`config.mk`:
```
export PLATFORM = sky130hd
export DESIGN_NAME = ep_handshake_sel
export DESIGN_NICKNAME = d
export VERILOG_FILES = /design/src/rtl/usb_hs_pkg.sv /design/src/rtl/hs_ctrl.sv /design/src/rtl/hs_datapath.sv /design/src/rtl/ep_handshake_sel.sv
export SDC_FILE = /design/constraint.sdc
export NUM_CORES = 1
export LEC_CHECK = 0
export BUFFER_PORTS_ARGS = -buffer_cell sky130_fd_sc_hd__buf_2
export CAP_MARGIN = 5
export CORE_AREA = 2 2 39 41
export CTS_CLUSTER_SIZE = 28
export DETAILED_ROUTE_END_ITERATION = 8
export DIE_AREA = 0 0 41 43
export HOLD_SLACK_MARGIN = 0.12
export PLACE_DENSITY = 0.47
export SYNTH_ARGS = -nofsm -noshare
export SYNTH_HDL_FRONTEND = slang
export SYNTH_SLANG_ARGS = --single-unit
```
`constraint.sdc`:
```
create_clock -name clk -period 1.25 [get_ports clk]
set_input_delay 0.0625 -clock clk [delete_from_list [all_inputs] [get_ports clk]]
set_output_delay 0.0625 -clock clk [all_outputs]
set_load 0.01 [all_outputs]
```
`src/rtl/usb_hs_pkg.sv`:
```
package usb_hs_pkg;

  typedef enum logic [1:0] {
    TOK_OUT   = 2'b00,
    TOK_IN    = 2'b01,
    TOK_SETUP = 2'b10,
    TOK_RSVD  = 2'b11
  } tokKind_e;

  typedef enum logic [1:0] {
    RSP_ACK   = 2'b00,
    RSP_NAK   = 2'b01,
    RSP_STALL = 2'b10,
    RSP_DATA  = 2'b11
  } rspKind_e;

  // strobes from control to datapath
  typedef struct packed {
    logic     setStall;
    logic     clrStall;
    logic     setNak;
    logic     clrNak;
    logic     loadResp;
    rspKind_e respNext;
  } hsStrobes_t;

endpackage

```
`src/rtl/hs_ctrl.sv`:
```
module hs_ctrl
  import usb_hs_pkg::*;
(
  input  logic       tokValid,
  input  logic [1:0] tokType,
  input  logic       txReady,
  input  logic       rxRoom,
  input  logic       globInNak,
  input  logic       globOutNak,
  input  logic       wrEn,
  input  logic       wrSetStall,
  input  logic       wrSetNak,
  input  logic       wrClearNak,
  input  logic       ctrlNakReq,
  input  logic       stallQ,
  input  logic       nakQ,
  output hsStrobes_t stb
);

  tokKind_e tok;

  always_comb begin
    tok          = tokKind_e'(tokType);
    stb          = '0;
    stb.setStall = wrEn && wrSetStall;
    stb.clrStall = tokValid && (tok == TOK_SETUP);
    stb.setNak   = (wrEn && wrSetNak) || ctrlNakReq;
    stb.clrNak   = wrEn && wrClearNak;
    stb.loadResp = tokValid && (tok != TOK_RSVD);
    stb.respNext = RSP_NAK;
    unique case (tok)
      TOK_SETUP: stb.respNext = RSP_ACK;
      TOK_IN: begin
        if (stallQ)                 stb.respNext = RSP_STALL;
        else if (nakQ || globInNak) stb.respNext = RSP_NAK;
        else if (txReady)           stb.respNext = RSP_DATA;
        else                        stb.respNext = RSP_NAK;
      end
      TOK_OUT: begin
        if (stallQ)                  stb.respNext = RSP_STALL;
        else if (nakQ || globOutNak) stb.respNext = RSP_NAK;
        else if (rxRoom)             stb.respNext = RSP_ACK;
        else                         stb.respNext = RSP_NAK;
      end
      default: stb.respNext = RSP_NAK;
    endcase
  end

endmodule

```
`src/rtl/hs_datapath.sv`:
```
module hs_datapath
  import usb_hs_pkg::*;
#(
  parameter int MPS_MAX_BYTES = 64,
  localparam int MPS_W = $clog2(MPS_MAX_BYTES + 1)
)(
  input  logic             clk,
  input  logic             rstN,
  input  hsStrobes_t       stb,
  input  logic [1:0]       mpsCode,
  output logic             stallQ,
  output logic             nakQ,
  output logic             respValid,
  output logic [1:0]       respCode,
  output logic [MPS_W-1:0] maxPktBytes
);

  always_ff @(posedge clk) begin
    if (!rstN) begin
      stallQ    <= 1'b0;
      nakQ      <= 1'b0;
      respValid <= 1'b0;
      respCode  <= RSP_ACK;
    end else begin
      if (stb.setStall)      stallQ <= 1'b1;
      else if (stb.clrStall) stallQ <= 1'b0;
      if (stb.setNak)        nakQ   <= 1'b1;
      else if (stb.clrNak)   nakQ   <= 1'b0;
      respValid <= stb.loadResp;
      if (stb.loadResp) respCode <= stb.respNext;
    end
  end

  always_comb maxPktBytes = MPS_W'(MPS_MAX_BYTES >> mpsCode);

endmodule

```
`src/rtl/ep_handshake_sel.sv`:
```
module ep_handshake_sel
  import usb_hs_pkg::*;
#(
  parameter int MPS_MAX_BYTES = 64,
  localparam int MPS_W = $clog2(MPS_MAX_BYTES + 1)
)(
  input  logic             clk,
  input  logic             rstN,
  input  logic             tokValid,
  input  logic [1:0]       tokType,
  input  logic             txReady,
  input  logic             rxRoom,
  input  logic             globInNak,
  input  logic             globOutNak,
  input  logic             wrEn,
  input  logic             wrSetStall,
  input  logic             wrSetNak,
  input  logic             wrClearNak,
  input  logic             ctrlNakReq,
  input  logic [1:0]       mpsCode,
  output logic             respValid,
  output logic [1:0]       respCode,
  output logic             nakStatus,
  output logic             stallActive,
  output logic [MPS_W-1:0] maxPktBytes
);

  hsStrobes_t stb;
  logic       stallQ;
  logic       nakQ;

  hs_ctrl uCtrl (
    .tokValid   (tokValid),
    .tokType    (tokType),
    .txReady    (txReady),
    .rxRoom     (rxRoom),
    .globInNak  (globInNak),
    .globOutNak (globOutNak),
    .wrEn       (wrEn),
    .wrSetStall (wrSetStall),
    .wrSetNak   (wrSetNak),
    .wrClearNak (wrClearNak),
    .ctrlNakReq (ctrlNakReq),
    .stallQ     (stallQ),
    .nakQ       (nakQ),
    .stb        (stb)
  );

  hs_datapath #(.MPS_MAX_BYTES(MPS_MAX_BYTES)) uDp (
    .clk         (clk),
    .rstN        (rstN),
    .stb         (stb),
    .mpsCode     (mpsCode),
    .stallQ      (stallQ),
    .nakQ        (nakQ),
    .respValid   (respValid),
    .respCode    (respCode),
    .maxPktBytes (maxPktBytes)
  );

  assign nakStatus   = nakQ;
  assign stallActive = stallQ;

endmodule

```
---- Yosys cells after proc, flatten, opt, wreduce, memory -nomap -nowiden ----
Cells that the tools add are included.
operators by class
  equal/unequal tests ..................... 3
  shifts and indexed selects .............. 1
  mux-type cells .......................... 11
  reduce and logical (&&, ||, !) cells .... 11
operator list
  cell                   number
  $mux W2                5
  $shr A7 B2 Y7 const A  1
  $pmux W2 S3            1
  $logic_and A1 B1 Y1    5
  $mux W1                5
  $reduce_bool A2 Y1     2
  $logic_or A1 B1 Y1     3
  $eq A2 B1 Y1 const B   1
  $eq A2 B2 Y1 const B   1
  $logic_not A2 Y1       1
  $ne A2 B2 Y1 const B   1
word-level totals
  register bits ........................... 5
  input port bits ......................... 16
  logic and storage cells ................. 30

---- Longest topological paths before layout ----
  depth after elaboration ................. 4
  mapped depth ............................ 3

---- Hierarchy ----
Synthesis repeated with hierarchy kept, for this count alone.
unflattened totals
  cells, all modules ...................... 34
  area, all modules ....................... 302.8 µm²
by module, submodules not included
  module       times used  cells an instance  area each (µm²)
  hs_datapath  1           22                 216.5
  hs_ctrl      1           12                 86.3

---- Least setup slack after synthesis ----
OpenSTA, ideal clock, no wires.
  path type ............................... reg2reg
  start ................................... register uDp.nakQ
  end ..................................... register uDp.respCode[0]
  setup time .............................. 0.115 ns
  data arrival time ....................... 0.842 ns
  data required time ...................... 1.135 ns
  setup slack ............................. 0.293 ns
  cell stages (with the launch flop) ...... 4
  path buffers ............................ 0
  cell sequence ........................... dfxtp_1 > nor4b_2 > nor4b_1 > o21a_1
on the way
  cells in the longest elaborated chain, start to end .. 4
  elaborated cells between the ends (all ways) .. 7
RTL lines
  element                                RTL line                      text
  start: declaration                     hs_datapath.sv:12             output logic nakQ,
  start signal: assignment               hs_datapath.sv:21             nakQ <= 1'b0;
  start signal: assignment               hs_datapath.sv:27             if (stb.setNak) nakQ <= 1'b1;
  start signal: assignment               hs_datapath.sv:28             else if (stb.clrNak) nakQ <= 1'b0;
  $logic_or A1 B1 Y1 (on tied branches)  hs_ctrl.sv:41, hs_ctrl.sv:35
  $mux W2 (on tied branches)             hs_ctrl.sv:41, hs_ctrl.sv:35
  $mux W2 (on tied branches)             hs_ctrl.sv:40, hs_ctrl.sv:34
  $pmux W2 S3 *                          hs_ctrl.sv:31                 unique case (tok)
  end signal: assignment                 hs_datapath.sv:30             if (stb.loadResp) respCode <= stb.respNext;
  end: declaration                       hs_datapath.sv:14             output logic [1:0] respCode,
Every way passes the cells marked *; elsewhere a longest branch is shown, timed or not.
A chain may end at the register's enable or synchronous reset.

---- Worst setup path in the final report ----
  start ................................... input wrSetStall
  end ..................................... register uDp.stallQ
on the way
  cells in the longest elaborated chain, start to end .. 2
  elaborated cells between the ends (all ways) .. 3
RTL lines
  element                                        RTL line                text
  start: declaration                             ep_handshake_sel.sv:16  input logic wrSetStall,
  $logic_and A1 B1 Y1 *                          hs_ctrl.sv:25           stb.setStall = wrEn && wrSetStall;
  $mux W1 or $reduce_bool A2 Y1 (tied branches)  --
  end signal: assignment                         hs_datapath.sv:20       stallQ <= 1'b0;
  end signal: assignment                         hs_datapath.sv:25       if (stb.setStall) stallQ <= 1'b1;
  end signal: assignment                         hs_datapath.sv:26       else if (stb.clrStall) stallQ <= 1'b0;
  end: declaration                               hs_datapath.sv:11       output logic stallQ,
Marked as above.

==> results.json <==
{
  "ys.flop_type": "dfxtp_1",
  "yosysUniqueCellTypes": 17,
  "numCtsBuffers": 3,
  "slowest_stage": "dlygate4sd3_1",
  "placed_area_sq_um": 398,
  "routabilityCongestion": 0.679,
  "syn_to_final_growth_pct": 77.5,
  "die_area_sq_um": 1760,
  "final_nets": 81,
  "setup_tns_ps": 0,
  "yosys_register_bits": 5,
  "synth_top_area_cell": "dfxtp_1",
  "clk_pin_slew_ps": 40,
  "rsz0062_at_grt": "no",
  "netlist.area_leader.share_pct": 36.7,
  "arrival_ps": 1350,
  "worst-path-buf-inv": 3,
  "ys_seq_area_share_pct": 36.7,
  "slowest_delay_ps": 530,
  "fp.dieH_microns": 43,
  "io_buffers": 24,
  "drtIter0Drc": 2,
  "busiest_layer": "met2",
  "setup_viol": 0,
  "clock_sinks": 5,
  "fmax_ghz": 0.817,
  "yosysWarnings": 0,
  "drive_above_1_share_pct": 43.8,
  "crit_family": "buffers and inverters",
  "syn_area_per_cell_sq_um": 8.80,
  "leakage_uw": 0.000245,
  "drc": 0,
  "core_area_sq_um": 1380,
  "grt_pass1_vias": 279,
  "grt_util_met1_pct": 9.71,
  "cts_setup_buffers": 0,
  "routed_via_density": 4.03,
  "dp_slack_ps": 279,
  "outcome": "finished, final reports clean",
  "slew_violations": 0,
  "diodes": 0,
  "whs_ps": 129,
  "place_hpwl_microns": 548,
  "dr.pass1.iters": 2,
  "worstSetupPathType": "input pin to flop",
  "async_flop_share_pct": 0,
  "start_util_pct": 19.7,
  "postRouteAntennaNets": 0,
  "required_ps": 1370,
  "yosys.cell_count.top_type": "dfxtp_1",
  "synthTopCellsByArea": "dfxtp_1 37%, nor2b_1 9.2%, buf_4 8.3%",
  "fin_area_sq_um": 484,
  "vdd_drop_max_mv": 0.416,
  "cts.htree.levels": 1,
  "syn_area_sq_um": 273,
  "wl_per_cell_microns": 8.66,
  "finalNonFillerCells": 80,
  "cp-end-kind": "flop",
  "wl_microns": 693,
  "grt_usage_pct": 8.95,
  "cts_tree": "yes",
  "postSynthCellCount": 31,
  "clockBufferDepth": 2,
  "io_pins": 28,
  "cp-start-kind": "input pin",
  "use_met2_pct": 12.8,
  "grt_pass1_wl_microns": 1010,
  "hold_class": "input pin to flop",
  "place_inst": 70,
  "p_per_area_nw_per_um2": 951,
  "row_count": 14,
  "clock_latency_ps": 240,
  "cpMostUsedCell": "dlygate4sd3_1",
  "maxCapViolations": 0,
  "grt_max_degree": 7,
  "fin_crit_ps": 1220,
  "cts-root-buf": "clkbuf_4",
  "synth_edf_count": 0,
  "antenna_found_initial": 0,
  "die_w_microns": 41,
  "grtUsageMet3_pct": 4.71,
  "finalHoldViolCount": 0,
  "path_max_fanout": 1,
  "finalCritPeriodShare_pct": 97.9,
  "grt_overflow": 0,
  "fin_skew_ps": 1.34,
  "vias": 322,
  "path_cells": "dlygate4sd3_1 -> buf_2 -> nand2_1 -> dlygate4sd3_1 -> a21boi_1",
  "synthTopCellsByCount": "5 x dfxtp_1, 4 x nand2_1, 4 x nor2b_1",
  "layout_setup_ws_ps": 25.9
}
[cell type report]
| class | count | area (sq um) |
|---|---|---|
| fillers | 167 | 900 |
| repair buffers | 30 | 180 |
| multi-input cells | 24 | 154 |
| flip-flops and latches | 5 | 100 |
| clock buffers | 4 | 26.3 |
| well taps | 16 | 20.0 |
| inverters | 1 | 3.75 |
[path summary, 6_finish.rpt]
check,from,to,slack [ps],cells past startpoint
hold reg to reg,uDp.respCode[1],uDp.respCode[1],460,2
hold / removal,wrEn,uDp.nakQ,130,3
setup / recovery,wrSetStall,uDp.stallQ,30,5
setup reg to reg,uDp.nakQ,uDp.respCode[0],280,3
[layout by cell type, fill, tap and decap left out]
master,n
dfxtp_1,5
inv_1,1
conb_1,3
nor2b_1,4
o21a_1,1
nor4b_1,1
and2_1,2
and4bb_1,1
a21boi_1,2
a221oi_1,1
dlygate4sd3_1,6
nor4b_2,1
nor2_1,1
o2111ai_1,1
o21ai_0,2
clkbuf_1,1
clkbuf_4,3
nand2_1,4
buf_2,24
[metrics by stage]
stage / util [%] / power (uW)
after global placement: 28.8 / 263
after detailed placement: 28.8 / 264
after floorplan: - / 221
final: 35.0 / 461
after global routing: 35.0 / 499
after CTS: 35.0 / 472
[power breakdown]
group	leakage (uW)	total [uW]	switching, uW	internal (uW)
clock	0.0000150	187	65.9	121
sequential	0.0000413	176	5.96	170
combinational	0.000189	98.6	43.0	55.6
[logic make-up (layout without fill, tap and decap cells)]
family,after synthesis,in the layout,synth area share [%]
compound gates,7,7,18.4
other cells,1,3,1.37
simple gates,14,14,33.9
buf+inv,4,35,9.63
flops,5,5,36.7
[timing repair]
| action | in CTS | in global routing |
|---|---|---|
| resized for setup | 0 | 1 |
| setup endpoints to repair | 0 | 1 |
| endpoints found under the hold margin | 5 | 0 |
| hold buffers | 6 | 0 |
[sequential cells by signal (all words and copies together), names as in the netlist]
register,cells
uDp.respValid,1
uDp.stallQ,1
uDp.respCode,2
uDp.nakQ,1
[metal layers]
| layer | part of all wire (%) | wire length [microns] |
|---|---|---|
| met5 | 0 | 0 |
| met4 | 0 | 0 |
| met3 | 10 | 69 |
| met2 | 48 | 332 |
| met1 | 42 | 291 |
[worst min-delay path, cell delays in order]
cell      delay (ps)
buf_2            100
a221oi_1          70
nor2b_1          100
No activity file was read; power rests on OpenSTA's default activity.
